`src/rtl/mdio_pkg.sv`:
```
// Package: shared types and register numbers for the MDIO register file.
// Assumes register numbers fit the 5-bit field of a management frame.
package mdio_pkg;

    typedef enum logic [2:0] {
        SER_IDLE,
        SER_START,
        SER_HDR,
        SER_RD_TA,
        SER_RD_DATA,
        SER_WR,
        SER_SKIP
    } ser_state_t;

    typedef enum logic [1:0] {
        IRQ_IDLE,
        IRQ_ACTIVE,
        IRQ_GAP
    } irq_state_t;

    localparam logic [4:0] RA_CTRL   = 5'd0;
    localparam logic [4:0] RA_STAT   = 5'd1;
    localparam logic [4:0] RA_IDHI   = 5'd2;
    localparam logic [4:0] RA_IDLO   = 5'd3;
    localparam logic [4:0] RA_IRQACK = 5'd21;
    localparam logic [4:0] RA_VEND   = 5'd24;
    localparam logic [4:0] RA_ERRCNT = 5'd26;

    localparam logic [1:0] OP_READ  = 2'b10;
    localparam logic [1:0] OP_WRITE = 2'b01;

    localparam int VEND_POL_BIT   = 13;
    localparam int VEND_NOPRE_BIT = 5;

endpackage

```
`src/rtl/mdio_serial.sv`:
```
// Module: mdio_serial
// Decodes management frames from oversampled MDC/MDIO and drives read data.
// Assumes each MDC phase lasts at least four system clocks; inputs pass
// through two-flop synchronisers. Emits one-clock read and write strobes.
module mdio_serial
    import mdio_pkg::*;
#(
    parameter int PRE_LEN = 32,
    parameter int DW      = 16
) (
    input  logic          clk,
    input  logic          rst_n,
    input  logic          mdc,
    input  logic          mdio_i,
    input  logic [4:0]    phy_addr,
    input  logic          nopre_en,
    input  logic [DW-1:0] rd_data,
    output logic          mdio_o,
    output logic          mdio_oe,
    output logic [4:0]    reg_addr,
    output logic          rd_stb,
    output logic          wr_stb,
    output logic [DW-1:0] wr_data
);

    localparam int PCW = $clog2(PRE_LEN + 1);
    localparam int HW  = 12;
    localparam int CW  = $clog2(DW + 3);
    localparam logic [PCW-1:0] PRE_MAX   = PCW'(PRE_LEN);
    localparam logic [CW-1:0]  HDR_LAST  = CW'(HW - 1);
    localparam logic [CW-1:0]  DATA_LAST = CW'(DW);
    localparam logic [CW-1:0]  TAIL_LAST = CW'(DW + 1);

    logic [2:0]     mdc_sync;
    logic [1:0]     dat_sync;
    logic           mdc_rise;
    logic           bit_s;
    ser_state_t     st_q;
    logic [PCW-1:0] pre_q;
    logic [CW-1:0]  cnt_q;
    logic [HW-2:0]  hdr_q;
    logic [HW-1:0]  hdr_nxt;
    logic [DW-1:0]  shf_q;

    // Synchronise MDC and data into the system clock domain.
    always_ff @(posedge clk) begin
        if (!rst_n) begin
            mdc_sync <= 3'b000;
            dat_sync <= 2'b11;
        end else begin
            mdc_sync <= {mdc_sync[1:0], mdc};
            dat_sync <= {dat_sync[0], mdio_i};
        end
    end

    assign mdc_rise = mdc_sync[1] & ~mdc_sync[2];
    assign bit_s    = dat_sync[1];
    assign hdr_nxt  = {hdr_q, bit_s};

    // Frame state machine: advances by one bit on each rising MDC edge.
    always_ff @(posedge clk) begin
        if (!rst_n) begin
            st_q     <= SER_IDLE;
            pre_q    <= '0;
            cnt_q    <= '0;
            hdr_q    <= '0;
            shf_q    <= '0;
            reg_addr <= '0;
            rd_stb   <= 1'b0;
            wr_stb   <= 1'b0;
            wr_data  <= '0;
            mdio_o   <= 1'b0;
            mdio_oe  <= 1'b0;
        end else begin
            rd_stb <= 1'b0;
            wr_stb <= 1'b0;
            if (rd_stb) begin
                shf_q <= rd_data;
            end
            if (mdc_rise) begin
                case (st_q)
                    SER_IDLE: begin
                        if (bit_s) begin
                            if (pre_q != PRE_MAX) pre_q <= pre_q + 1'b1;
                        end else begin
                            if (pre_q == PRE_MAX || nopre_en) st_q <= SER_START;
                            pre_q <= '0;
                        end
                    end
                    SER_START: begin
                        st_q  <= bit_s ? SER_HDR : SER_IDLE;
                        cnt_q <= '0;
                    end
                    SER_HDR: begin
                        hdr_q <= hdr_nxt[HW-2:0];
                        cnt_q <= cnt_q + 1'b1;
                        if (cnt_q == HDR_LAST) begin
                            cnt_q    <= '0;
                            reg_addr <= hdr_nxt[4:0];
                            if (hdr_nxt[9:5] != phy_addr) begin
                                st_q <= SER_SKIP;
                            end else if (hdr_nxt[11:10] == OP_READ) begin
                                st_q   <= SER_RD_TA;
                                rd_stb <= 1'b1;
                            end else if (hdr_nxt[11:10] == OP_WRITE) begin
                                st_q <= SER_WR;
                            end else begin
                                st_q <= SER_SKIP;
                            end
                        end
                    end
                    SER_RD_TA: begin
                        mdio_oe <= 1'b1;
                        mdio_o  <= 1'b0;
                        cnt_q   <= '0;
                        st_q    <= SER_RD_DATA;
                    end
                    SER_RD_DATA: begin
                        if (cnt_q == DATA_LAST) begin
                            mdio_oe <= 1'b0;
                            st_q    <= SER_IDLE;
                        end else begin
                            mdio_o <= shf_q[DW-1];
                            shf_q  <= {shf_q[DW-2:0], 1'b0};
                            cnt_q  <= cnt_q + 1'b1;
                        end
                    end
                    SER_WR: begin
                        shf_q <= {shf_q[DW-2:0], bit_s};
                        cnt_q <= cnt_q + 1'b1;
                        if (cnt_q == TAIL_LAST) begin
                            wr_stb  <= 1'b1;
                            wr_data <= {shf_q[DW-2:0], bit_s};
                            st_q    <= SER_IDLE;
                        end
                    end
                    SER_SKIP: begin
                        cnt_q <= cnt_q + 1'b1;
                        if (cnt_q == TAIL_LAST) st_q <= SER_IDLE;
                    end
                    default: st_q <= SER_IDLE;
                endcase
            end
        end
    end

    AST_TA_DRIVES_ZERO: assert property (@(posedge clk) disable iff (!rst_n)
        $rose(mdio_oe) |-> !mdio_o);
    AST_NO_DRIVE_ON_WRITE: assert property (@(posedge clk) disable iff (!rst_n)
        wr_stb |-> !mdio_oe);

endmodule

```
`src/rtl/mdio_regs.sv`:
```
// Module: mdio_regs
// Register file: control, status latches, identifiers, vendor control and
// the saturating receive-error counter. Assumes strobes last one clock and
// that reg_addr is stable while a strobe is high.
module mdio_regs
    import mdio_pkg::*;
#(
    parameter logic [15:0] ID_HI = 16'h0A5C,
    parameter logic [15:0] ID_LO = 16'h4C21
) (
    input  logic        clk,
    input  logic        rst_n,
    input  logic [4:0]  reg_addr,
    input  logic        rd_stb,
    input  logic        wr_stb,
    input  logic [15:0] wr_data,
    input  logic        link_up,
    input  logic        remote_fault,
    input  logic        rx_err,
    input  logic        speed_chg,
    output logic [15:0] rd_data,
    output logic [15:0] ctl_word,
    output logic        irq_pol,
    output logic        nopre_en,
    output logic        irq_ack
);

    localparam logic [7:0]  CTL_RST  = 8'b0110_0000;
    localparam logic [15:0] STAT_FIX = 16'h7849;
    localparam logic [15:0] CNT_MAX  = 16'hFFFF;

    logic [7:0]  ctl_q;
    logic        soft_q;
    logic [15:0] vend_q;
    logic [15:0] err_q;
    logic        lat_link;
    logic        lat_rf;
    logic        soft_req;
    logic        rd_stat;
    logic        rd_err;

    assign soft_req = wr_stb && (reg_addr == RA_CTRL) && wr_data[15];
    assign rd_stat  = rd_stb && (reg_addr == RA_STAT);
    assign rd_err   = rd_stb && (reg_addr == RA_ERRCNT);

    // Writable control registers, soft reset pulse and acknowledge pulse.
    always_ff @(posedge clk) begin
        if (!rst_n) begin
            ctl_q   <= CTL_RST;
            soft_q  <= 1'b0;
            vend_q  <= '0;
            irq_ack <= 1'b0;
        end else begin
            soft_q  <= 1'b0;
            irq_ack <= 1'b0;
            if (soft_req) begin
                soft_q <= 1'b1;
                ctl_q  <= CTL_RST;
                vend_q <= '0;
            end else if (wr_stb) begin
                case (reg_addr)
                    RA_CTRL:   ctl_q   <= wr_data[14:7];
                    RA_VEND:   vend_q  <= wr_data;
                    RA_IRQACK: irq_ack <= 1'b1;
                    default:   ;
                endcase
            end
        end
    end

    // Status latches: link latches low, remote fault latches high.
    always_ff @(posedge clk) begin
        if (!rst_n) begin
            lat_link <= 1'b0;
            lat_rf   <= 1'b0;
        end else if (rd_stat) begin
            lat_link <= link_up;
            lat_rf   <= remote_fault;
        end else begin
            lat_link <= lat_link & link_up;
            lat_rf   <= lat_rf | remote_fault;
        end
    end

    // Receive-error counter: saturating, cleared on read, speed change, soft reset.
    always_ff @(posedge clk) begin
        if (!rst_n) begin
            err_q <= '0;
        end else if (speed_chg || soft_req) begin
            err_q <= '0;
        end else if (rd_err) begin
            err_q <= {15'd0, rx_err};
        end else if (rx_err && err_q != CNT_MAX) begin
            err_q <= err_q + 1'b1;
        end
    end

    // Read multiplexer.
    always_comb begin
        case (reg_addr)
            RA_CTRL:   rd_data = ctl_word;
            RA_STAT:   rd_data = STAT_FIX | {11'd0, lat_rf, 1'b0, lat_link, 2'b00};
            RA_IDHI:   rd_data = ID_HI;
            RA_IDLO:   rd_data = ID_LO;
            RA_VEND:   rd_data = vend_q;
            RA_ERRCNT: rd_data = err_q;
            default:   rd_data = '0;
        endcase
    end

    assign ctl_word = {soft_q, ctl_q, 7'd0};
    assign irq_pol  = vend_q[VEND_POL_BIT];
    assign nopre_en = vend_q[VEND_NOPRE_BIT];

    AST_SOFT_SELF_CLEAR: assert property (@(posedge clk) disable iff (!rst_n)
        ctl_word[15] |=> !ctl_word[15]);
    AST_LINK_LATCH_LOW: assert property (@(posedge clk) disable iff (!rst_n)
        (!link_up && !rd_stat) |=> !lat_link);
    AST_FAULT_LATCH_HIGH: assert property (@(posedge clk) disable iff (!rst_n)
        (remote_fault && !rd_stat) |=> lat_rf);
    AST_ERR_NO_WRAP: assert property (@(posedge clk) disable iff (!rst_n)
        (err_q == CNT_MAX && !rd_err && !speed_chg && !soft_req) |=> (err_q == CNT_MAX));

endmodule

```
`src/rtl/link_irq.sv`:
```
// Module: link_irq
// Link-change interrupt with one queued event and a timed deassert gap.
// Assumes the link input is synchronous to clk. The first cycle after reset
// only captures the link level and raises no event.
module link_irq
    import mdio_pkg::*;
#(
    parameter int CLK_PERIOD_PS = 4000,
    parameter int GAP_NS        = 125
) (
    input  logic clk,
    input  logic rst_n,
    input  logic link_up,
    input  logic ack,
    input  logic pol,
    output logic irq_out
);

    localparam int GAP_CYC = (GAP_NS * 1000 + CLK_PERIOD_PS - 1) / CLK_PERIOD_PS;
    localparam int GW      = $clog2(GAP_CYC + 1);
    localparam logic [GW-1:0] GAP_LAST = GW'(GAP_CYC - 1);

    irq_state_t    st_q;
    logic          pend_q;
    logic          link_q;
    logic          prime_q;
    logic [GW-1:0] gap_q;
    logic          chg;

    assign chg = prime_q && (link_up != link_q);

    // Remember the previous link level to detect changes.
    always_ff @(posedge clk) begin
        if (!rst_n) begin
            link_q  <= 1'b0;
            prime_q <= 1'b0;
        end else begin
            link_q  <= link_up;
            prime_q <= 1'b1;
        end
    end

    // Interrupt state: idle, asserted, or timed gap before reassertion.
    always_ff @(posedge clk) begin
        if (!rst_n) begin
            st_q   <= IRQ_IDLE;
            pend_q <= 1'b0;
            gap_q  <= '0;
        end else begin
            case (st_q)
                IRQ_IDLE: begin
                    if (chg) st_q <= IRQ_ACTIVE;
                end
                IRQ_ACTIVE: begin
                    if (ack) begin
                        gap_q  <= '0;
                        pend_q <= 1'b0;
                        st_q   <= (pend_q || chg) ? IRQ_GAP : IRQ_IDLE;
                    end else if (chg) begin
                        pend_q <= 1'b1;
                    end
                end
                IRQ_GAP: begin
                    if (chg) pend_q <= 1'b1;
                    if (gap_q == GAP_LAST) st_q <= IRQ_ACTIVE;
                    else gap_q <= gap_q + 1'b1;
                end
                default: st_q <= IRQ_IDLE;
            endcase
        end
    end

    assign irq_out = (st_q == IRQ_ACTIVE) ? pol : ~pol;

    AST_CHANGE_RAISES: assert property (@(posedge clk) disable iff (!rst_n)
        (chg && st_q == IRQ_IDLE) |=> (st_q == IRQ_ACTIVE));
    AST_ACK_RELEASES: assert property (@(posedge clk) disable iff (!rst_n)
        (ack && st_q == IRQ_ACTIVE) |=> (st_q != IRQ_ACTIVE));
    AST_PEND_ONLY_BUSY: assert property (@(posedge clk) disable iff (!rst_n)
        pend_q |-> (st_q != IRQ_IDLE));

endmodule

```
`src/rtl/mdio_regfile_top.sv`:
```
// Module: mdio_regfile_top
// Management slave top: serial frame engine, register file and link
// interrupt. Assumes MDC runs well below clk/8 and that the data line has
// an external pull-up at the pad.
module mdio_regfile_top
    import mdio_pkg::*;
#(
    parameter int          CLK_PERIOD_PS = 4000,
    parameter int          GAP_NS        = 125,
    parameter int          PRE_LEN       = 32,
    parameter logic [15:0] ID_HI         = 16'h0A5C,
    parameter logic [15:0] ID_LO         = 16'h4C21
) (
    input  logic        clk,
    input  logic        rst_n,
    input  logic        mdc,
    input  logic        mdio_i,
    output logic        mdio_o,
    output logic        mdio_oe,
    input  logic [4:0]  phy_addr,
    input  logic        link_up,
    input  logic        remote_fault,
    input  logic        rx_err,
    input  logic        speed_chg,
    output logic [15:0] ctl_word,
    output logic        irq_out
);

    logic [4:0]  reg_addr;
    logic        rd_stb;
    logic        wr_stb;
    logic [15:0] wr_data;
    logic [15:0] rd_data;
    logic        irq_pol;
    logic        nopre_en;
    logic        irq_ack;

    mdio_serial #(.PRE_LEN(PRE_LEN), .DW(16)) u_ser (
        .clk(clk), .rst_n(rst_n), .mdc(mdc), .mdio_i(mdio_i),
        .phy_addr(phy_addr), .nopre_en(nopre_en), .rd_data(rd_data),
        .mdio_o(mdio_o), .mdio_oe(mdio_oe), .reg_addr(reg_addr),
        .rd_stb(rd_stb), .wr_stb(wr_stb), .wr_data(wr_data)
    );

    mdio_regs #(.ID_HI(ID_HI), .ID_LO(ID_LO)) u_regs (
        .clk(clk), .rst_n(rst_n), .reg_addr(reg_addr), .rd_stb(rd_stb),
        .wr_stb(wr_stb), .wr_data(wr_data), .link_up(link_up),
        .remote_fault(remote_fault), .rx_err(rx_err), .speed_chg(speed_chg),
        .rd_data(rd_data), .ctl_word(ctl_word), .irq_pol(irq_pol),
        .nopre_en(nopre_en), .irq_ack(irq_ack)
    );

    link_irq #(.CLK_PERIOD_PS(CLK_PERIOD_PS), .GAP_NS(GAP_NS)) u_irq (
        .clk(clk), .rst_n(rst_n), .link_up(link_up), .ack(irq_ack),
        .pol(irq_pol), .irq_out(irq_out)
    );

endmodule

```
`config.mk`:
```
export PLATFORM = sky130hd
export DESIGN_NAME = mdio_regfile_top
export DESIGN_NICKNAME = d
export VERILOG_FILES = /design/src/rtl/mdio_pkg.sv /design/src/rtl/mdio_serial.sv /design/src/rtl/mdio_regs.sv /design/src/rtl/link_irq.sv /design/src/rtl/mdio_regfile_top.sv
export SDC_FILE = /design/constraint.sdc
export NUM_CORES = 1
export LEC_CHECK = 0
export BUFFER_PORTS_ARGS = -buffer_cell sky130_fd_sc_hd__buf_4
export CORE_MARGIN = 4
export CORE_UTILIZATION = 65
export CTS_CLUSTER_DIAMETER = 40
export CTS_CLUSTER_SIZE = 14
export DETAILED_ROUTE_END_ITERATION = 8
export PLACE_DENSITY = 0.92
export SYNTH_ARGS = -nofsm -noshare
export SYNTH_HDL_FRONTEND = slang
export SYNTH_SLANG_ARGS = --single-unit
```
`constraint.sdc`:
```
create_clock -name clk -period 4.3 [get_ports clk]
set_input_delay 0.43 -clock clk [delete_from_list [all_inputs] [get_ports clk]]
set_output_delay 0.43 -clock clk [all_outputs]
set_load 0.005 [all_outputs]
```
==> flow_metrics.py, run 1 <==
metrics = {
    "die": {
        "ios": 32,
        "start_util_pct": 68.2,
        "die_w_um": 105,
        "dieHeight_um": 105,
        "core_mm2": 0.00889,
        "die_area_mm2": 0.0109,
        "rows": 34,
    },
    "yosys": {
        "ys_seq_area_share_pct": 41.6,
        "synthTopCellsByArea": "dfxtp_1 42%, a21oi_1 4.8%, nand3_1 4.5%",
        "syn-cell-area_mm2": 0.00606,
        "synth_edf_count": 0,
        "yosysMostFrequentCell": "dfxtp_1",
        "synth_top_flop_cell": "dfxtp_1",
        "synth_top_area_share_pct": 41.6,
        "synth_warnings": 0,
        "synth_commonest_cells": "126 x dfxtp_1, 69 x nor2_1, 66 x nand2_1, 58 x a21oi_1, 54 x nand3_1",
        "async_flop_share_pct": 0,
        "synth_top_cell_by_area": "dfxtp_1",
        "ys_types": 70,
        "synth.avg_cell_area_um2": 8.45,
        "synth-seq-cells": 126,
        "netlist_instances": 718,
    },
    "clock_tree": {
        "cts-root-buf": "clkbuf_8",
        "clock-sinks": 126,
        "cts_max_level": 4,
        "cts_resized": 0,
        "post_cts_buffers": 0,
        "cts_tree": "done",
        "cts_hold_buffers": 0,
        "cts_inserted_buffers": 17,
        "cts_max_path_buffers": 2,
        "clock_latency_ps": 540,
        "clkTransAtPathRegs_ps": 70,
    },
    "routing": {
        "drtIter0Drc": 783,
        "num_vias": 5529,
        "drc_errors": 0,
        "firstDrtPassIters": 6,
        "wl_mm": 16.0,
        "ant_nets": 0,
        "vias_per_cell": 6.61,
        "wl_per_cell_um": 19.1,
    },
    "finish": {
        "nets": 741,
        "antenna_cells": 0,
        "area_growth_pct": 11.4,
        "utilization_pct": 76.0,
        "drive_above_1_share_pct": 11.1,
    },
    "worst_setup_path": {
        "start_kind": "flop",
        "reg2reg_from": "u_ser.reg_addr[0]$_SDFFE_PN0P_",
        "crit_fanout": 27,
        "cp.required_ps": 4690,
        "rr_worst_depth": 5,
        "crit_arrival_ps": 3180,
        "path_class": "flop to flop",
        "worstSetupStartpoint": "u_ser.reg_addr[0]$_SDFFE_PN0P_",
        "endpoint_kind": "flop",
    },
    "timing": {
        "drv_slew": 0,
        "tightest_slew_ps": 1230,
        "finalCritPeriodShare_pct": 64.8,
        "setup_viol": 0,
        "maxSlewHeadroom_pct": 17.7,
        "period_minus_slack_ps": 2790,
        "hold_ws_ps": 71.4,
        "hold_violations": 0,
        "tns_ps": 0,
        "rsz0062_at_grt": "false",
        "worst_clock_skew_ps": 9.45,
        "fmax_ghz": 0.359,
    },
    "global_route": {
        "grt_max_degree": 42,
        "track_usage_pct": 29.0,
        "grt-ovfl-total": 0,
        "grt_pass1_wl_mm": 26.0,
        "antenna_found_initial": 0,
        "grt_pass1_vias": 5270,
    },
    "power": {
        "p_per_area_mw_per_mm2": 414,
        "power_mw": 2.79,
        "pwr-share-comb_pct": 4.7,
        "switching_share_pct": 25.3,
        "p_clk_share_pct": 52.8,
        "switchingPower_uw": 708,
        "pwr-share-seq_pct": 42.5,
        "ir_drop_mv": 0.229,
        "leakagePower_nw": 2.54,
        "intPower_mw": 2.09,
    },
    "worst_hold_path": {
        "min-delay-start": "speed_chg",
        "holdCritPathClass": "input pin to flop",
        "holdPathStages": 2,
    },
    "job": {
        "max-cap-violations": 0,
    },
    "run_status": {
        "status": "complete, no violations",
    },
    "place": {
        "detailed_place_hpwl_mm": 9.82,
        "place.gp.congestion": 0.914,
        "port_buffers": 24,
    },
}
-- layer usage --
metal / part of all wire (%) / routed length, um / GRT usage [%]
met1: 41 / 6610 / 36.8
met2: 47 / 7480 / 47.3
met3: 8.4 / 1350 / 6.91
met5: 0 / 0 / 0
met4: 3.5 / 567 / 12.7
-- cell type report --
class | instances | area [um^2]
fill | 569 | 2140
clock inverter | 15 | 193
multi-input combinational | 511 | 3170
inverter | 32 | 120
clock buffer | 17 | 414
timing repair buffer | 27 | 203
sequential | 126 | 2520
tap | 108 | 135
-- per-stage QoR --
step                      instance area [um^2]  worst slack (ps)  std cells
after floorplan                           6090              2540        724
after global placement                    6150              1760        804
after detailed placement                  6150              1650        804
after CTS                                 6760              1640        836
after global routing                      6760              1390        836
final                                     6760              1510        836
-- power groups by stage --
stage               sequential [mW]  combinational, mW  clock (mW)
global route                   1.19              0.143        1.53
floorplan                      1.21             0.0973           0
CTS                            1.19              0.130        1.48
detailed placement             1.21              0.127           0
global placement               1.21              0.120           0
finish                         1.19              0.130        1.48
-- cells in the final DEF (no fill, tap or decap), types with 12 or more instances in the layout --
cell         n
dfxtp_1    126
nor2_1      69
nand2_1     66
a21oi_1     58
nand3_1     54
inv_1       32
buf_4       27
mux2i_1     26
o21ai_0     21
nor3_1      17
clkbuf_16   16
xor2_1      15
nand4_1     13
xnor2_1     13
ha_1        13
a31oi_1     12
-- registers in the layout, summed over array words and instances (netlist names), 5 cells and up --
signal / count
u_regs.err_q: 16
u_regs.vend_q: 16
u_ser.shf_q: 16
u_ser.wr_data: 16
u_ser.hdr_q: 11
u_regs.ctl_q: 8
u_irq.gap_q: 6
u_ser.pre_q: 6
u_ser.cnt_q: 5
u_ser.reg_addr: 5
-- cell families (layout without fill, tap and decap cells) --
family,count (synthesis),after routing,synth area share (%)
compound gates,147,147,16.1
xor+xnor,28,28,4.04
fa+ha+maj,13,13,2.68
buf+inv,87,91,6.60
flops,126,126,41.6
mux,27,27,4.48
other cells,1,7,0.0618
simple gates,289,289,24.5
-- worst paths after layout --
| check | endpoint | slack, ps |
|---|---|---|
| max | u_regs.vend_q[1]$_SDFFE_PP0P_ | 1510 |
| min | u_regs.err_q[0]$_SDFFE_PP0P_ | 70 |
| max reg2reg | u_regs.vend_q[1]$_SDFFE_PP0P_ | 1510 |
| min reg2reg | u_ser.dat_sync[1]$_SDFF_PN1_ | 410 |
-- worst max-delay path, cell delays in order (launching register included) --
cell and delay [ps]:
dfxtp_1 510, inv_1 260, and4_1 900, nand2_1 590, nand2_1 260, a21oi_1 90
Power figures use the tool's default switching activity.
==> inputs of run 2 (changes only) <==
ABC_AREA = 1   (was unset)
CORE_UTILIZATION = 61   (was 65)
PLACE_DENSITY = 0.87   (was 0.92)
clock period = 2.6 ns   (was 4.3 ns; I/O delays follow)
==> run 2 against run 1 <==
Against the previous run: synthesized cell count grew 22%; via count up 4.7%; sequential cell count unchanged; sequential share of layout area down 1.6 points; area after synthesis grew 1.6%; critical path type unchanged; final area rose by 4.6%.
==> flow_metrics.py, run 2 <==
metrics = {
    "run_status": {
        "status": "complete, no violations",
    },
    "yosys": {
        "synth_warnings": 0,
        "synth_top_area_share_pct": 40.9,
        "synth_commonest_cells": "235 x nand2_1, 126 x dfxtp_1, 104 x nor2_1, 83 x a21oi_1, 71 x inv_1",
        "netlist_instances": 874,
        "synthXorXnorAreaFrac_pct": 2.13,
        "synth_compound_gate_area_share_pct": 13.2,
        "synth-seq-cells": 126,
        "async_flop_share_pct": 0,
        "synth.avg_cell_area_um2": 7.05,
        "yosysMostFrequentCell": "nand2_1",
        "synth_top_cell_by_area": "dfxtp_1",
        "syn-cell-area_mm2": 0.00616,
        "synth_top_family_by_area": "simple AND/OR/NAND/NOR gates",
        "ys_seq_area_share_pct": 40.9,
        "ys_types": 39,
        "synthTopCellsByArea": "dfxtp_1 41%, nand2_1 14%, a21oi_1 6.7%",
        "synth_edf_count": 0,
        "yosys.area_share.simple_pct": 32.2,
        "synth_top_flop_cell": "dfxtp_1",
        "synthAdderAreaFrac_pct": 2.64,
        "synth_mux_area_share_pct": 0,
    },
    "die": {
        "core_mm2": 0.00982,
        "die_w_um": 109,
        "rows": 36,
        "ios": 32,
        "dieHeight_um": 109,
        "start_util_pct": 62.7,
        "die_area_mm2": 0.0118,
    },
    "clock_tree": {
        "cts-root-buf": "clkbuf_8",
        "cts_max_path_buffers": 2,
        "cts_tree": "done",
        "clock_latency_ps": 530,
        "clock-sinks": 126,
        "cts_max_level": 4,
        "clkTransAtPathRegs_ps": 60,
        "cts_inserted_buffers": 17,
        "post_cts_buffers": 0,
    },
    "timing": {
        "drv_slew": 0,
        "rsz0062_at_grt": "false",
        "tightest_slew_ps": 783,
        "period_minus_slack_ps": 2060,
        "worst_clock_skew_ps": 6.85,
        "finalCritPeriodShare_pct": 79.4,
        "hold_violations": 0,
        "maxSlewHeadroom_pct": 47.7,
        "tns_ps": 0,
        "setup_viol": 0,
        "fmax_ghz": 0.484,
    },
    "finish": {
        "utilization_pct": 71.9,
        "drive_above_1_share_pct": 11.3,
        "final_cell_mix": "235 x nand2_1, 126 x dfxtp_1, 104 x nor2_1",
        "antenna_cells": 0,
        "fillCellCount": 755,
        "ff_latch_area_mm2": 0.00252,
        "final_common_cell": "nand2_1",
        "multi_input_area_mm2": 0.00312,
        "area_growth_pct": 14.6,
        "nets": 922,
    },
    "worst_setup_path": {
        "crit_fanout": 17,
        "crit_arrival_ps": 2520,
        "critPathTopFamily": "simple AND/OR/NAND/NOR gates",
        "cpMaxStageDelayCell": "dfxtp_1",
        "cp.required_ps": 3050,
        "cp_slowest_stage_delay_ps": 430,
        "start_kind": "flop",
        "endpoint_kind": "flop",
        "crit_chain": "ha_1, nand3_1, nor2_1, nand3_1, nand2_2, inv_2, nand2_1, o21ai_0, nor2_1",
        "critical_path_buf_inv_count": 1,
        "path_class": "flop to flop",
    },
    "place": {
        "place.gp.congestion": 0.962,
        "port_buffers": 24,
        "detailed_place_hpwl_mm": 9.75,
    },
    "global_route": {
        "antenna_found_initial": 0,
        "track_usage_pct": 26.2,
        "grt_max_degree": 34,
        "grt-ovfl-total": 0,
        "grt_pass1_vias": 5210,
        "grt_pass1_wl_mm": 24.5,
    },
    "routing": {
        "ant_nets": 0,
        "firstDrtPassIters": 6,
        "drtIter0Drc": 515,
        "wl_per_cell_um": 14.4,
        "drc_errors": 0,
        "num_vias": 5788,
        "vias_per_cell": 5.55,
        "wl_mm": 15.0,
    },
    "power": {
        "power_mw": 5.03,
        "p_per_area_mw_per_mm2": 712,
        "leakagePower_nw": 2.81,
        "ir_drop_mv": 0.672,
    },
    "worst_hold_path": {
        "holdCritPathClass": "input pin to flop",
    },
    "job": {
        "max-cap-violations": 0,
    },
}
==> run 2: cell count changes in the layout (fill, tap and decap cells not counted), moves of 9 or more <==
| cell | change |
|---|---|
| and3_1 | -9 |
| nor2_1 | +35 |
| inv_2 | +9 |
| inv_1 | +39 |
| nand2_1 | +169 |
| o21ai_0 | +27 |
| a21oi_1 | +25 |
| mux2i_1 | -26 |
| a31oi_1 | -12 |
| nand4_1 | +10 |
==> run 2: path summary, 6_finish.rpt <==
check / startpoint / to / slack, ps / depth (start not counted)
hold reg to reg: u_ser.dat_sync[0]$_SDFF_PN1_ / u_ser.dat_sync[1]$_SDFF_PN1_ / 410 / 1
hold / removal: rst_n / u_ser.wr_data[15]$_SDFFE_PN0P_ / 50 / 3
setup reg to reg: u_regs.err_q[0]$_SDFFE_PP0P_ / u_regs.err_q[6]$_SDFFE_PP0P_ / 540 / 9
setup / recovery: u_regs.err_q[0]$_SDFFE_PP0P_ / u_regs.err_q[6]$_SDFFE_PP0P_ / 540 / 9
==> run 2: logic make-up (layout without fill, tap and decap cells) <==
group | Yosys count | in the layout
flops | 126 | 126
xor+xnor | 15 | 15
other cells | 1 | 7
simple gates | 453 | 453
fa+ha+maj | 13 | 13
compound gates | 147 | 147
buf+inv | 119 | 148
==> run 2: stage by stage <==
stage	worst slack [ps]	std cells	hold WS [ps]	area (um^2)
floorplan	1050	880	288	6180
global placement	664	1006	397	6340
detailed placement	647	1006	402	6340
CTS	545	1042	32.3	7060
global route	379	1042	50.0	7060
finish	535	1042	49.6	7060
==> run 2: power by group <==
part	switching, mW	internal (mW)	total [mW]
registers	0.0280	1.97	1.99
clock network	0.860	1.85	2.71
logic	0.201	0.122	0.324
==> run 2: final cells by class <==
type,instances,share of cell area [%]
Inverter,81,4.34
Sequential cell,126,35.7
Tap cell,133,2.36
Multi-Input combinational cell,635,44.1
Clock buffer,22,6.70
Clock inverter,10,2.92
Timing Repair Buffer,35,3.86
==> run 2: worst min-delay path, stage by stage <==
cell and delay (ps):
buf_4 150, o21ai_0 80, nor2_1 40
==> run 2: timing repair <==
action                                 CTS  global route
hold buffers                             4             0
setup endpoints to repair                0             0
gates resized for setup                  0             0
endpoints found under the hold margin    4             0
==> run 2: metal layers <==
| metal | share of wire (%) | GRT usage [%] |
|---|---|---|
| met3 | 7.2 | 6.21 |
| met4 | 2.2 | 9.29 |
| met5 | 0 | 0 |
| met1 | 43 | 33.9 |
| met2 | 48 | 42.6 |
==> inputs of run 3 (changes only) <==
clock period = 2 ns   (was 2.6 ns; I/O delays follow)
==> run 3 against run 2 <==
Against the previous run: critical path depth increased by 1; clock skew up 1.0 ps; core utilization rose by 0.57 points; maximum frequency up 14%; register-to-register slack got worse by 350 ps; die area is the same; first-iteration DRC count increased by 18%; sequential power grew 30%; worst hold slack improved by 40 ps; critical endpoint unchanged; largest cell class unchanged; highest routed layer unchanged.
==> flow_metrics.py, run 3 (same netlist as run 2, synthesis figures left out) <==
metrics = {
    "worst_hold_path": {
        "holdPathEnd": "u_regs.err_q[3]$_SDFFE_PP0P_",
        "holdPathStages": 4,
        "min-delay-start": "rx_err",
        "holdCritPathClass": "input pin to flop",
    },
    "finish": {
        "ff_latch_area_mm2": 0.00252,
        "final_cell_mix": "235 x nand2_1, 125 x dfxtp_1, 103 x nor2_1",
        "antenna_cells": 0,
        "nets": 931,
        "multi_input_area_mm2": 0.00312,
        "final_cell_area_mm2": 0.00712,
        "final_common_cell": "nand2_1",
        "area_growth_pct": 15.6,
        "drive_above_1_share_pct": 12.0,
        "fillCellCount": 749,
    },
    "worst_setup_path": {
        "cp_slowest_stage_delay_ps": 390,
        "endpoint_kind": "flop",
        "crit_fanout": 17,
        "rrSetupSlack_ps": 180,
        "crit_arrival_ps": 2230,
        "critical_path_buf_inv_count": 2,
        "path_class": "flop to flop",
        "cpMaxStageDelayCell": "dfxtp_1",
        "reg2reg_from": "u_regs.err_q[1]$_SDFFE_PP0P_",
        "crit_chain": "ha_1, nand3_1, nor2_2, nand3_1, nand2_4, inv_2, nand2_1, nand2_1, inv_1, nor2_1",
        "critPathTopFamily": "simple AND/OR/NAND/NOR gates",
        "r2r_end": "u_regs.err_q[6]$_SDFFE_PP0P_",
        "rr_worst_depth": 10,
        "cp.required_ps": 2420,
        "start_kind": "flop",
    },
    "clock_tree": {
        "clock_latency_ps": 530,
        "cts_max_level": 4,
        "cts_max_path_buffers": 2,
        "clock-sinks": 126,
        "clkTransAtPathRegs_ps": 60,
        "cts_inserted_buffers": 17,
        "cts-root-buf": "clkbuf_8",
        "cts_tree": "done",
        "post_cts_buffers": 0,
    },
    "place": {
        "detailed_place_hpwl_mm": 9.77,
        "place_ws_ps": 163,
        "placed_cell_area_mm2": 0.00641,
        "port_buffers": 24,
        "place.gp.congestion": 0.922,
    },
    "timing": {
        "maxSlewHeadroom_pct": 64.5,
        "worst_clock_skew_ps": 7.86,
        "tns_ps": 0,
        "finalCritPeriodShare_pct": 90.9,
        "drv_slew": 0,
        "tightest_slew_ps": 530,
        "rsz0062_at_grt": "false",
        "hold_violations": 0,
        "layout_setup_ws_ps": 182,
        "period_minus_slack_ps": 1820,
        "hold_ws_ps": 89.1,
        "fmax_ghz": 0.550,
        "setup_viol": 0,
    },
    "global_route": {
        "antenna_found_initial": 0,
        "track_usage_pct": 26.0,
        "grt_pass1_vias": 5295,
        "grt-ovfl-total": 0,
        "grt_pass1_wl_mm": 24.4,
        "grt_max_degree": 39,
    },
    "job": {
        "max-cap-violations": 0,
    },
    "die": {
        "core_mm2": 0.00982,
        "rows": 36,
        "dieHeight_um": 109,
        "die_area_mm2": 0.0118,
        "ios": 32,
        "die_w_um": 109,
        "start_util_pct": 62.7,
    },
    "routing": {
        "wl_mm": 14.9,
        "wl_per_cell_um": 14.2,
        "wl_met2_mm": 7.11,
        "firstDrtPassIters": 5,
        "num_vias": 5856,
        "ant_nets": 0,
        "drtIter0Drc": 607,
        "vias_per_cell": 5.57,
        "drc_errors": 0,
        "top_layer": "met4",
        "met1Wirelength_mm": 6.62,
        "wl_met3_um": 922,
    },
    "power": {
        "switching_share_pct": 22.2,
        "pwr-share-comb_pct": 6.6,
        "switchingPower_mw": 1.42,
        "p_clk_share_pct": 53.1,
        "p_per_area_mw_per_mm2": 901,
        "pwr-share-seq_pct": 40.4,
        "intPower_mw": 4.99,
        "ir_drop_mv": 0.811,
        "leakagePower_nw": 2.84,
    },
    "run_status": {
        "status": "complete, no violations",
    },
}
## run 3: worst max path at each step
stage,from,to,cells after the start
floorplan,u_regs.err_q[0]$_SDFFE_PP0P_,u_regs.err_q[0]$_SDFFE_PP0P_,9
global placement,u_regs.err_q[0]$_SDFFE_PP0P_,u_regs.err_q[5]$_SDFFE_PP0P_,9
detailed placement,u_regs.err_q[0]$_SDFFE_PP0P_,u_regs.err_q[5]$_SDFFE_PP0P_,9
CTS,u_regs.err_q[0]$_SDFFE_PP0P_,u_regs.err_q[6]$_SDFFE_PP0P_,10
global route,u_regs.err_q[1]$_SDFFE_PP0P_,u_regs.err_q[6]$_SDFFE_PP0P_,9
finish,u_regs.err_q[1]$_SDFFE_PP0P_,u_regs.err_q[6]$_SDFFE_PP0P_,10
## run 3: through the flow
step | std cells | power [mW] | utilization, %
after floorplan | 880 | 2.94 | -
after global placement | 1013 | 3.03 | 65.3
after detailed placement | 1013 | 3.05 | 65.3
after CTS | 1051 | 6.41 | 72.4
after global routing | 1051 | 6.62 | 72.5
final | 1051 | 6.41 | 72.5
## run 3: power groups by stage
stage               clock, mW  sequential, mW  combinational [mW]
global route             3.55            2.59               0.483
detailed placement          0            2.64               0.404
global placement            0            2.64               0.393
floorplan                   0            2.63               0.311
finish                   3.40            2.59               0.422
CTS                      3.41            2.59               0.418
## run 3: layout make-up
cell class,count,area share (%)
Tap cell,133,2.34
Clock buffer,20,5.98
Clock inverter,12,3.04
Timing Repair Buffer,44,5.03
Inverter,81,4.31
Sequential cell,126,35.4
Multi-Input combinational cell,635,43.9
## run 3: layer usage
metal  GRT usage [%]  vias up
met1            34.0     2711
met3            5.91       36
li1                -     2890
met5               0        -
met2            41.6      219
met4            10.1        0
## run 3: what timing repair did
item	CTS	global route
hold buffers	6	0
resized for setup	0	3
endpoints found under the setup margin	0	6
hold endpoints to repair	7	0
## run 3: worst register-to-register path: cells and delay by family (launching register included)
| kind | cells | cell delay [ps] |
|---|---|---|
| simple gates | 7 | 900 |
| flops | 1 | 390 |
| buf+inv | 2 | 200 |
| fa+ha+maj | 1 | 230 |
